## src/rtl/ptb_pkg.sv

```systemverilog
package ptb_pkg;
    typedef enum logic [1:0] {
        ST_BYPASS = 2'd0,
        ST_STREAM = 2'd1,
        ST_POST   = 2'd2,
        ST_FROZEN = 2'd3
    } ptb_state_e;
endpackage

```

## src/rtl/ptb_ring.sv

```systemverilog
module ptb_ring #(
    parameter int DW    = 16,
    parameter int DEPTH = 32,
    localparam int AW   = (DEPTH > 1) ? $clog2(DEPTH) : 1,
    localparam int LW   = $clog2(DEPTH + 1)
) (
    input  logic          clk,
    input  logic          rst,
    input  logic          clr,
    input  logic          push,
    input  logic          pop,
    input  logic [DW-1:0] wdata,
    output logic [DW-1:0] rdata,
    output logic [LW-1:0] level
);
    logic [DW-1:0] mem [DEPTH];
    logic [AW-1:0] wr_ptr, rd_ptr;
    logic [LW-1:0] count;
    logic          do_pop, do_drop;

    function automatic logic [AW-1:0] bump(input logic [AW-1:0] p);
        return (p == AW'(DEPTH - 1)) ? '0 : p + AW'(1);
    endfunction

    assign do_pop  = pop && (count != '0);
    assign do_drop = push && (count == LW'(DEPTH)) && !do_pop;
    assign level   = count;

    always_ff @(posedge clk) begin
        if (push && !clr) begin
            mem[wr_ptr] <= wdata;
        end
    end

    always_ff @(posedge clk) begin
        if (rst) begin
            wr_ptr <= '0;
            rd_ptr <= '0;
            count  <= '0;
            rdata  <= '0;
        end else if (clr) begin
            wr_ptr <= '0;
            rd_ptr <= '0;
            count  <= '0;
        end else begin
            if (push) begin
                wr_ptr <= bump(wr_ptr);
            end
            if (do_pop || do_drop) begin
                rd_ptr <= bump(rd_ptr);
            end
            if (do_pop) begin
                rdata <= mem[rd_ptr];
            end
            if (push && !do_pop && !do_drop) begin
                count <= count + LW'(1);
            end else if (do_pop && !push) begin
                count <= count - LW'(1);
            end
        end
    end

    // popping an empty store changes neither level nor read data
    a_r10_pop_empty: assert property (@(posedge clk) disable iff (rst)
        (pop && !push && !clr && count == '0) |=> ($stable(rdata) && count == '0));

    // push plus pop while full keeps the level at the limit
    a_r11_pushpop_full: assert property (@(posedge clk) disable iff (rst)
        (push && pop && !clr && count == LW'(DEPTH)) |=> (count == LW'(DEPTH)));

    // the level never exceeds the depth
    a_r3_level_cap: assert property (@(posedge clk) disable iff (rst)
        (count <= LW'(DEPTH)));
endmodule

```

## src/rtl/ptb_trig.sv

```systemverilog
module ptb_trig (
    input  logic clk,
    input  logic rst,
    input  logic armed,
    input  logic valid,
    input  logic trig,
    output logic hit
);
    logic pend_q;

    assign hit = trig || pend_q;

    always_ff @(posedge clk) begin
        if (rst) begin
            pend_q <= 1'b0;
        end else begin
            pend_q <= armed && !valid && (trig || pend_q);
        end
    end

    // a held pulse is consumed by the next sample
    a_r4_pend_consumed: assert property (@(posedge clk) disable iff (rst)
        valid |=> !pend_q);
endmodule

```

## src/rtl/ptb_ctrl.sv

```systemverilog
module ptb_ctrl
    import ptb_pkg::*;
#(
    parameter int DEPTH = 32,
    localparam int LW   = $clog2(DEPTH + 1)
) (
    input  logic          clk,
    input  logic          rst,
    input  logic          mode,
    input  logic          valid,
    input  logic          trig_hit,
    input  logic          trig_lvl,
    input  logic          pop,
    input  logic [LW-1:0] level,
    output ptb_state_e    state,
    output logic          push,
    output logic          clr,
    output logic          switched
);
    ptb_state_e    state_d;
    logic          sw_d;
    logic [LW-1:0] eff;

    assign eff = level - ((pop && level != '0) ? LW'(1) : LW'(0));

    always_comb begin
        state_d = state;
        sw_d    = switched;
        if (!mode) begin
            state_d = ST_BYPASS;
            sw_d    = 1'b0;
        end else begin
            unique case (state)
                ST_BYPASS: state_d = ST_STREAM;
                ST_STREAM: begin
                    if (valid && trig_hit) begin
                        state_d = ST_POST;
                        sw_d    = 1'b1;
                    end
                end
                ST_POST: begin
                    if (valid) begin
                        if (eff == LW'(DEPTH)) begin
                            state_d = ST_FROZEN;
                        end else if (eff == LW'(DEPTH - 1)) begin
                            state_d = trig_lvl ? ST_FROZEN : ST_STREAM;
                        end
                    end
                end
                ST_FROZEN: state_d = ST_FROZEN;
                default:   state_d = ST_BYPASS;
            endcase
        end
    end

    always_ff @(posedge clk) begin
        if (rst) begin
            state    <= ST_BYPASS;
            switched <= 1'b0;
        end else begin
            state    <= state_d;
            switched <= sw_d;
        end
    end

    always_comb begin
        clr  = !mode || (state == ST_BYPASS);
        push = mode && valid && ((state == ST_STREAM) || (state == ST_POST));
    end

    // a bypass request always lands in bypass
    a_r2_disarm: assert property (@(posedge clk) disable iff (rst)
        !mode |=> (state == ST_BYPASS && !switched));

    // frozen holds until bypass
    a_r7_frozen_hold: assert property (@(posedge clk) disable iff (rst)
        (state == ST_FROZEN && mode) |=> (state == ST_FROZEN));

    // the one sample after a full trigger freezes the store
    a_r5_one_after: assert property (@(posedge clk) disable iff (rst)
        (state == ST_POST && mode && valid && eff == LW'(DEPTH)) |=> (state == ST_FROZEN));

    // a trigger sample in stream capture sets the switched flag
    a_r4_switch: assert property (@(posedge clk) disable iff (rst)
        (state == ST_STREAM && mode && valid && trig_hit) |=> (switched && state == ST_POST));
endmodule

```

## src/rtl/ptb_capture.sv

```systemverilog
module ptb_capture
    import ptb_pkg::*;
#(
    parameter int DW    = 16,
    parameter int DEPTH = 32,
    localparam int LW   = $clog2(DEPTH + 1)
) (
    input  logic          clk,
    input  logic          rst,
    input  logic          mode_i,
    input  logic          smp_valid_i,
    input  logic [DW-1:0] smp_data_i,
    input  logic          trig_i,
    input  logic          pop_i,
    output logic [DW-1:0] rd_data_o,
    output logic          full_o,
    output logic          switched_o,
    output logic [LW-1:0] level_o
);
    ptb_state_e    state;
    logic          push, clr, hit, ring_pop;
    logic [LW-1:0] level;

    assign ring_pop = pop_i && !clr;

    ptb_trig u_trig (
        .clk   (clk),
        .rst   (rst),
        .armed (mode_i && state == ST_STREAM),
        .valid (smp_valid_i),
        .trig  (trig_i),
        .hit   (hit)
    );

    ptb_ctrl #(.DEPTH(DEPTH)) u_ctrl (
        .clk      (clk),
        .rst      (rst),
        .mode     (mode_i),
        .valid    (smp_valid_i),
        .trig_hit (hit),
        .trig_lvl (trig_i),
        .pop      (ring_pop),
        .level    (level),
        .state    (state),
        .push     (push),
        .clr      (clr),
        .switched (switched_o)
    );

    ptb_ring #(.DW(DW), .DEPTH(DEPTH)) u_ring (
        .clk   (clk),
        .rst   (rst),
        .clr   (clr),
        .push  (push),
        .pop   (ring_pop),
        .wdata (smp_data_i),
        .rdata (rd_data_o),
        .level (level)
    );

    assign level_o = level;
    assign full_o  = (state == ST_FROZEN);

    // bypass always means an empty store
    a_r2_bypass_empty: assert property (@(posedge clk) disable iff (rst)
        (state == ST_BYPASS) |-> (level == '0));

    // freezing happens only with a full store
    a_r5_full_level: assert property (@(posedge clk) disable iff (rst)
        $rose(full_o) |-> (level == LW'(DEPTH)));
endmodule

```

## config.mk

```make
export PLATFORM = sky130hd
export DESIGN_NAME = ptb_capture
export DESIGN_NICKNAME = d
export VERILOG_FILES = /design/src/rtl/ptb_pkg.sv /design/src/rtl/ptb_ring.sv /design/src/rtl/ptb_trig.sv /design/src/rtl/ptb_ctrl.sv /design/src/rtl/ptb_capture.sv
export SDC_FILE = /design/constraint.sdc
export NUM_CORES = 1
export LEC_CHECK = 0
export ABC_AREA = 1
export CAP_MARGIN = 15
export CORE_UTILIZATION = 40
export DETAILED_ROUTE_END_ITERATION = 16
export PLACE_DENSITY = 0.55
export SETUP_SLACK_MARGIN = 0.02
export SYNTH_ARGS = -nofsm -noshare
export SYNTH_HDL_FRONTEND = slang
export SYNTH_SLANG_ARGS = --single-unit
```

## constraint.sdc

```tcl
create_clock -name clk -period 3.22 [get_ports clk]
set_input_delay 0.644 -clock clk [delete_from_list [all_inputs] [get_ports clk]]
set_output_delay 0.644 -clock clk [all_outputs]
set_load 0.02 [all_outputs]
```

After elaboration in Yosys (flattened, before gate mapping)
Memory sizes are Yosys's and may differ from the RTL's. A register that Yosys moved wholly into a read port is not among the register bits.
Cells that the tools add are included.
W data, S select, Z words.
{ "totals": {"mem_count": 1, "in_bits": 22, "latchBits": 0, "regBits": 20, "ram_bits": 512, "rom_bits": 0} }
{ "classes": {"bitwise": 2, "n_eq_ne": 11, "n_addsub": 5, "mul": 0, "n_reduce_logical": 32, "order_cmp": 0, "muxes": 13, "n_div": 0, "n_shift": 0} }
{ "memory_table": {"columns": ["name", "words", "word_bits", "read_ports", "rd_ports_with_merged_regs", "wr", "line_no", "source"], "rows": [
  ["u_ring.mem", 32, 16, 1, 1, 1, "ptb_ring.sv:16", "logic [DW-1:0] mem [DEPTH];"]
]} }
{ "ops": {"columns": ["operator", "count"], "rows": [
  ["$logic_and A1 B1 Y1", 14],
  ["$eq A6 B6 Y1 const B", 2],
  ["$mux W6", 2],
  ["$add A5 B1 Y5 const B", 2],
  ["$eq A5 B5 Y1 const B", 2],
  ["$mux W2", 5],
  ["$mux W5", 2],
  ["$pmux W2 S4", 1],
  ["$add A6 B1 Y6 const B", 1],
  ["$eq A6 B5 Y1 const B", 1],
  ["$logic_not A1 Y1", 6],
  ["$reduce_bool A6 Y1", 1],
  ["$sub A6 B1 Y6 const B", 1],
  ["$sub A6 B6 Y6", 1],
  ["$eq A2 B2 Y1 const B", 2],
  ["$logic_or A1 B1 Y1", 4],
  ["$reduce_and A2 Y1", 2],
  ["$reduce_or A2 Y1", 2],
  ["$mux W1", 3],
  ["$ne A3 B1 Y1 const B", 1],
  ["$reduce_and A3 Y1", 1],
  ["$eq A2 B1 Y1 const B", 1],
  ["$logic_not A2 Y1", 1],
  ["$ne A2 B1 Y1 const B", 1],
  ["3 further kinds", 4]
]} }

Logic depth before layout (Yosys ltp)
{ "depth": {"word_depth": 12, "ltp_mapped": 20, "ltp_nobuf": 19} }

By module
From an unflattened synthesis, not the netlist that was laid out.
{ "unflattened": {"hier_cells": 2319, "hier_area_um2": 23695.2} }
{ "modules_own_cells": {"columns": ["mod", "seq_area_each_um2", "n_inst", "cells_per_inst", "area_per_inst_um2"], "rows": [
  ["ptb_ring", 16015.4, 1, 2220, 23125.9],
  ["ptb_ctrl", 60.1, 1, 87, 505.5],
  ["ptb_trig", 20.0, 1, 6, 38.8],
  ["ptb_capture", 0.0, 1, 6, 25.0]
]} }

Least setup slack after synthesis
No wires, ideal clock.
{ "synth_path": {"path_type": "flip-flop to flip-flop", "from": "reg u_ctrl.state[0]", "to": "reg u_ring.count[5], in the netlist u_ring.level[5]", "path_stages_with_launch": 18, "n_path_buf": 0, "path_slack_ns": 0.612, "required_ns": 3.104, "synth_period_minus_slack_ns": 2.608, "t_arrival_ns": 2.493, "path_cell_list": "dfxtp_1 inv_1 ha_1 nand3_2 inv_1 nand4_1 nand3_2 ha_1 a21oi_1 nand2_1 nand2_1 nand2_1 a21oi_1 inv_1 nand2_1 nand3_1 nand2_1 nor2_1"} }
{ "synth_via": {"elab_chain_cells": 10, "elab_cells_between_ends": 20} }
{ "synth_lines": {"columns": ["item", "line_no", "source"], "rows": [
  ["from (decl)", "ptb_ctrl.sv:15", "output ptb_state_e state,"],
  ["from (signal assigned)", "ptb_ctrl.sv:61", "state <= state_d;"],
  ["$logic_not A2 Y1", "ptb_ctrl.sv:67", "clr = !mode || (state == ST_BYPASS);"],
  ["$logic_or A1 B1 Y1", "ptb_ctrl.sv:67", null],
  ["$logic_not A1 Y1", "ptb_capture.sv:24", "assign ring_pop = pop_i && !clr;"],
  ["$logic_and A1 B1 Y1", "ptb_capture.sv:24", null],
  ["$logic_and A1 B1 Y1", "ptb_ring.sv:25", "assign do_pop = pop && (count != '0);"],
  ["$logic_not A1 Y1", "ptb_ring.sv:26, ptb_ring.sv:55", null],
  ["$logic_and A1 B1 Y1", "ptb_ring.sv:26", "assign do_drop = push && (count == LW'(DEPTH)) && !do_pop;"],
  ["$logic_not A1 Y1", "ptb_ring.sv:55", "if (push && !do_pop && !do_drop) begin"],
  ["$logic_and A1 B1 Y1", "ptb_ring.sv:55", null],
  ["$mux W6 / $reduce_bool A2 Y1 (equally long branches)", null, null],
  ["to (signal assigned)", "ptb_ring.sv:56", "count <= count + LW'(1);"],
  ["to (signal assigned)", "ptb_ring.sv:58", "count <= count - LW'(1);"],
  ["to (decl)", "ptb_ring.sv:18", "logic [LW-1:0] count;"]
]} }
Parallel ways exist; a longest one is shown, timed or not.
A chain may end at the register's enable or synchronous reset.

Final worst setup path
Same ends and word-level chain as after synthesis.

==> impl_results.html <==
<table>
<tr><th>Metric</th><th>Value</th></tr>
<tr><th colspan="2">STA</th></tr>
<tr><td>Final number of hold-violating endpoints</td><td>0</td></tr>
<tr><td>Unrepaired setup endpoints after global routing</td><td>false</td></tr>
<tr><td>Max-slew headroom at the worst pin</td><td>48.85%</td></tr>
<tr><td>Share of the clock period used by the worst path after layout</td><td>82.70%</td></tr>
<tr><td>Number of setup violations in the final report</td><td>0</td></tr>
<tr><td>Slew @ Worst Pin</td><td>0.7661 ns</td></tr>
<tr><td>Post-Route Skew</td><td>0.02532 ns</td></tr>
<tr><td>Number of pins exceeding their max-slew limit in the final report</td><td>0</td></tr>
<tr><td>Sum of negative setup slack</td><td>0 ns</td></tr>
<tr><td>F_max</td><td>375.5 MHz</td></tr>
<tr><td>Clock period minus final worst setup slack</td><td>2.663 ns</td></tr>
<tr><td>PnR worst setup slack</td><td>0.5572 ns</td></tr>
<tr><th colspan="2">Clock tree</th></tr>
<tr><td>Clock Path Buffers</td><td>3</td></tr>
<tr><td>H-tree level count</td><td>2</td></tr>
<tr><td>Clock sink count</td><td>548</td></tr>
<tr><td>Post-CTS Resized</td><td>0</td></tr>
<tr><td>Clock buffer count from CTS</td><td>57</td></tr>
<tr><td>Post-CTS setup buffers</td><td>0</td></tr>
<tr><td>Clock tree from TritonCTS</td><td>yes</td></tr>
<tr><td>Root buf cell</td><td>sky130_fd_sc_hd__clkbuf_16</td></tr>
<tr><td>Worst skew pair latency</td><td>0.62 ns</td></tr>
<tr><td>CTS clk-pin slew, worst paths</td><td>0.06 ns</td></tr>
<tr><td>Number of hold-repair buffers added at the cts stage</td><td>0</td></tr>
<tr><th colspan="2">Floorplan</th></tr>
<tr><td>Count of standard-cell rows</td><td>86</td></tr>
<tr><td>X dimension of the die</td><td>240.2 um</td></tr>
<tr><td>Core Region</td><td>0.05552 mm2</td></tr>
<tr><td>Height of the chip</td><td>240.2 um</td></tr>
<tr><td>Boundary Pins</td><td>46</td></tr>
<tr><td>Die Outline Area</td><td>0.05769 mm2</td></tr>
<tr><td>Effective utilization at floorplan</td><td>40.87%</td></tr>
<tr><th colspan="2">Place</th></tr>
<tr><td>Global placer's final weighted congestion</td><td>0.8560</td></tr>
<tr><td># port buffers</td><td>45</td></tr>
<tr><td>Final HPWL from detailed placement</td><td>36.44 mm</td></tr>
<tr><td>Pre-CTS setup slack</td><td>0.2271 ns</td></tr>
<tr><th colspan="2">Min path</th></tr>
<tr><td>Min-Delay Path Depth</td><td>2</td></tr>
<tr><td>Worst min-delay path category</td><td>flip-flop to flip-flop</td></tr>
<tr><td>Worst hold path startpoint</td><td>u_ring.rdata[10]$_SDFFE_PP0P_</td></tr>
<tr><td>End point of the most critical hold path</td><td>u_ring.rdata[10]$_SDFFE_PP0P_</td></tr>
<tr><th colspan="2">Route</th></tr>
<tr><td>Total Wirelength</td><td>61.57 mm</td></tr>
<tr><td>Initial DRT Pass Iterations</td><td>8</td></tr>
<tr><td>Via count</td><td>14980</td></tr>
<tr><td>Routed wirelength normalized by instance count</td><td>21.79 um</td></tr>
<tr><td>Mean number of vias per cell</td><td>5.301</td></tr>
<tr><td>Post-detailed-route DRC marker count</td><td>0</td></tr>
<tr><td>Final antenna-violating net count</td><td>0</td></tr>
<tr><td>Number of DRC markers in iteration 0</td><td>1549</td></tr>
<tr><th colspan="2">Pwr</th></tr>
<tr><td>IR Drop Worst-Case VDD</td><td>0.0003973 V</td></tr>
<tr><td>Total power divided by cell area</td><td>549.9 mW/mm2</td></tr>
<tr><td>Total chip power</td><td>0.01430 W</td></tr>
<tr><td>Lkg Pwr</td><td>8.914 nW</td></tr>
<tr><th colspan="2">Global route</th></tr>
<tr><td>Number of antenna violations at the first check in global routing</td><td>1</td></tr>
<tr><td>Total global routing track utilization</td><td>21.73%</td></tr>
<tr><td>Largest net degree at the start of global routing</td><td>141</td></tr>
<tr><td>Sum of overflow across all layers after global routing</td><td>0</td></tr>
<tr><td>Vias in the first global route</td><td>14226</td></tr>
<tr><td>First-pass GRT wire length</td><td>91.74 mm</td></tr>
<tr><th colspan="2">Synthesis</th></tr>
<tr><td>Mean post-synth cell area</td><td>11.61 um2</td></tr>
<tr><td>Most instantiated library cell after synthesis</td><td>sky130_fd_sc_hd__edfxtp_1</td></tr>
<tr><td>Prevailing post-synth register cell</td><td>sky130_fd_sc_hd__edfxtp_1</td></tr>
<tr><td>Number of enable flip-flop cells after synthesis</td><td>512</td></tr>
<tr><td>Sequential-to-total area share from yosys stat</td><td>70.93%</td></tr>
<tr><td>Count of mapped cells out of synthesis</td><td>1955</td></tr>
<tr><td>Leading cell types by count after synthesis</td><td>sky130_fd_sc_hd__edfxtp_1, sky130_fd_sc_hd__nor2_1, sky130_fd_sc_hd__nand3_1</td></tr>
<tr><td>Count of distinct cell types in the synthesized netlist</td><td>31</td></tr>
<tr><td>Top cell type by total area after synthesis</td><td>sky130_fd_sc_hd__edfxtp_1</td></tr>
<tr><td>Cells taking the most area after synthesis</td><td>sky130_fd_sc_hd__edfxtp_1, sky130_fd_sc_hd__nor2_1, sky130_fd_sc_hd__nand3_1, sky130_fd_sc_hd__nand2_1, sky130_fd_sc_hd__dfxtp_1</td></tr>
<tr><td>Share of async-settable or async-resettable flops after synthesis</td><td>0%</td></tr>
<tr><td>Share of Yosys cell area claimed by the top area cell type</td><td>67.75%</td></tr>
<tr><td>Number of synthesis warnings</td><td>0</td></tr>
<tr><td>Post-synthesis net count</td><td>1996</td></tr>
<tr><td>Area of the mapped netlist</td><td>0.02269 mm2</td></tr>
<tr><td>Count of state elements after synthesis</td><td>548</td></tr>
<tr><th colspan="2">Critical path</th></tr>
<tr><td>CP Max Fanout</td><td>6</td></tr>
<tr><td>Reg-to-reg critical path endpoint</td><td>u_ring.level[5]$_SDFFE_PP0P_</td></tr>
<tr><td>Critical path data required time</td><td>3.72 ns</td></tr>
<tr><td>Cell with the biggest individual delay on the critical path</td><td>sky130_fd_sc_hd__dfxtp_1</td></tr>
<tr><td>Reg-to-reg startpoint</td><td>u_ctrl.state[0]$_SDFFE_PP0P_</td></tr>
<tr><td>R2R Setup Slk</td><td>0.56 ns</td></tr>
<tr><td>Most frequent cell on the critical path</td><td>sky130_fd_sc_hd__nand2_1</td></tr>
<tr><td>Setup crit start kind</td><td>flip-flop</td></tr>
<tr><td>Type of the setup path with the least slack</td><td>flip-flop to flip-flop</td></tr>
<tr><td>Number of cells traversed by the worst register-to-register path</td><td>15</td></tr>
<tr><td>CP arrival</td><td>3.17 ns</td></tr>
<tr><td>Cell Chain, Critical Path</td><td>inv_1, ha_1, nand3_2, inv_1, nand4_1, nand3_2, ha_1, a21oi_1, nand2_1, nand2_1, nand2_1, a21oi_1, nand2_1, a21oi_1, nor2_1</td></tr>
<tr><td>Launch point of the worst path</td><td>u_ctrl.state[0]$_SDFFE_PP0P_</td></tr>
<tr><td>Maximum cell stage delay along the critical path</td><td>0.43 ns</td></tr>
<tr><td>Category of the worst setup path capture point</td><td>flip-flop</td></tr>
<tr><td>Number of buffers and inverters on the critical path</td><td>2</td></tr>
<tr><td>Crit-path leading delay family</td><td>simple AND/OR/NAND/NOR gates</td></tr>
<tr><th colspan="2">Layout</th></tr>
<tr><td>Number of inserted diodes</td><td>0</td></tr>
<tr><td>Area Growth Syn to Fin</td><td>14.63%</td></tr>
<tr><td>Number of nets at the end of the flow</td><td>2071</td></tr>
<tr><td>Share of cells above drive strength 1</td><td>8.951%</td></tr>
<tr><th colspan="2">Run status</th></tr>
<tr><td>Result of the run</td><td>finished, final reports clean</td></tr>
<tr><th colspan="2">Run</th></tr>
<tr><td>Max cap viols</td><td>0</td></tr>
</table>
-- registers in the layout, indices dropped and copies added, names as in the netlist --
name	count
u_ring.level	6
u_ctrl.switched	1
u_ring.rd_ptr	5
u_ctrl.state	2
u_ring.rdata	16
u_ring.wr_ptr	5
u_trig.pend_q	1
u_ring.mem	512
-- power breakdown --
part           internal [W]  total, W  switching [W]
Sequential          0.00778   0.00778     0.00000361
Clock               0.00356   0.00627        0.00271
Combinational     0.0000546  0.000254       0.000200
-- cell families after synthesis --
kind of cell / share of synthesized area, %
AOI/OAI and AO/OA: 6.975
xor gates and xnor gates: 0.1544
DFF: 70.93
and+or+nand+nor: 16.31
buffers and inverters: 4.554
adders and majority gates: 1.081
-- layer usage --
layer | share of wire [%] | GRT usage, %
met5 | 0 | 0
met4 | 2.6 | 6.080
met3 | 6.6 | 3.410
met2 | 46 | 33.99
met1 | 45 | 31.36
-- worst reg2reg max path, delay by kind of cell (launching register included) --
| kind | cells | cell delay (ns) |
|---|---|---|
| buffers and inverters | 2 | 0.18 |
| AND/OR/NAND/NOR | 8 | 0.72 |
| AO/OA/AOI/OAI | 3 | 0.54 |
| flip-flops | 1 | 0.43 |
| adder cells (fa/ha/maj) | 2 | 0.70 |
-- placed cells by master, fill, tap and decap left out, drive strengths merged --
cell,Yosys,final
a21oi,34,34
buf,80,84
bufinv,0,2
clkbuf,33,74
clkdlybuf4s50,0,45
clkinv,2,31
dfxtp,36,36
edfxtp,512,512
fa,1,1
ha,18,18
inv,101,103
nand2,199,199
nand3,266,266
nand3b,1,1
nand4,3,3
nor2,407,407
nor3,8,8
nor4,1,1
o211ai,64,64
o21a,1,1
o21ai,184,184
xnor2,1,1
xor2,3,3
-- worst max-delay path by stage --
stage          cells after the start                      endpoint
2_1_floorplan                     17  u_ring.level[5]$_SDFFE_PP0P_
3_3_place_gp                      16  u_ring.level[5]$_SDFFE_PP0P_
3_5_place_dp                      14  u_ring.level[5]$_SDFFE_PP0P_
4_1_cts                           15  u_ring.level[5]$_SDFFE_PP0P_
5_1_grt                           17  u_ring.level[5]$_SDFFE_PP0P_
6_report                          15  u_ring.level[5]$_SDFFE_PP0P_
-- layout make-up --
class,count,area [um2]
clock buffers,74,1563
clock inverters,33,202.7
fillers,5125,29510
inverters,103,399.1
multi-input cells,1191,5589
flip-flops and latches,548,16100
well taps,748,935.9
repair buffers,129,1219
-- through the flow --
step / cells / hold slack, ns / util (%) / area, um2
floorplan: 1955 / 0.4577 / - / 22690
global placement: 2719 / 0.4536 / 43.67 / 24250
detailed placement: 2719 / 0.4546 / 43.67 / 24250
CTS: 2826 / 0.4698 / 46.85 / 26010
global route: 2826 / 0.4901 / 46.85 / 26010
finish: 2826 / 0.4651 / 46.85 / 26010
(Power assumes the default switching activity.)
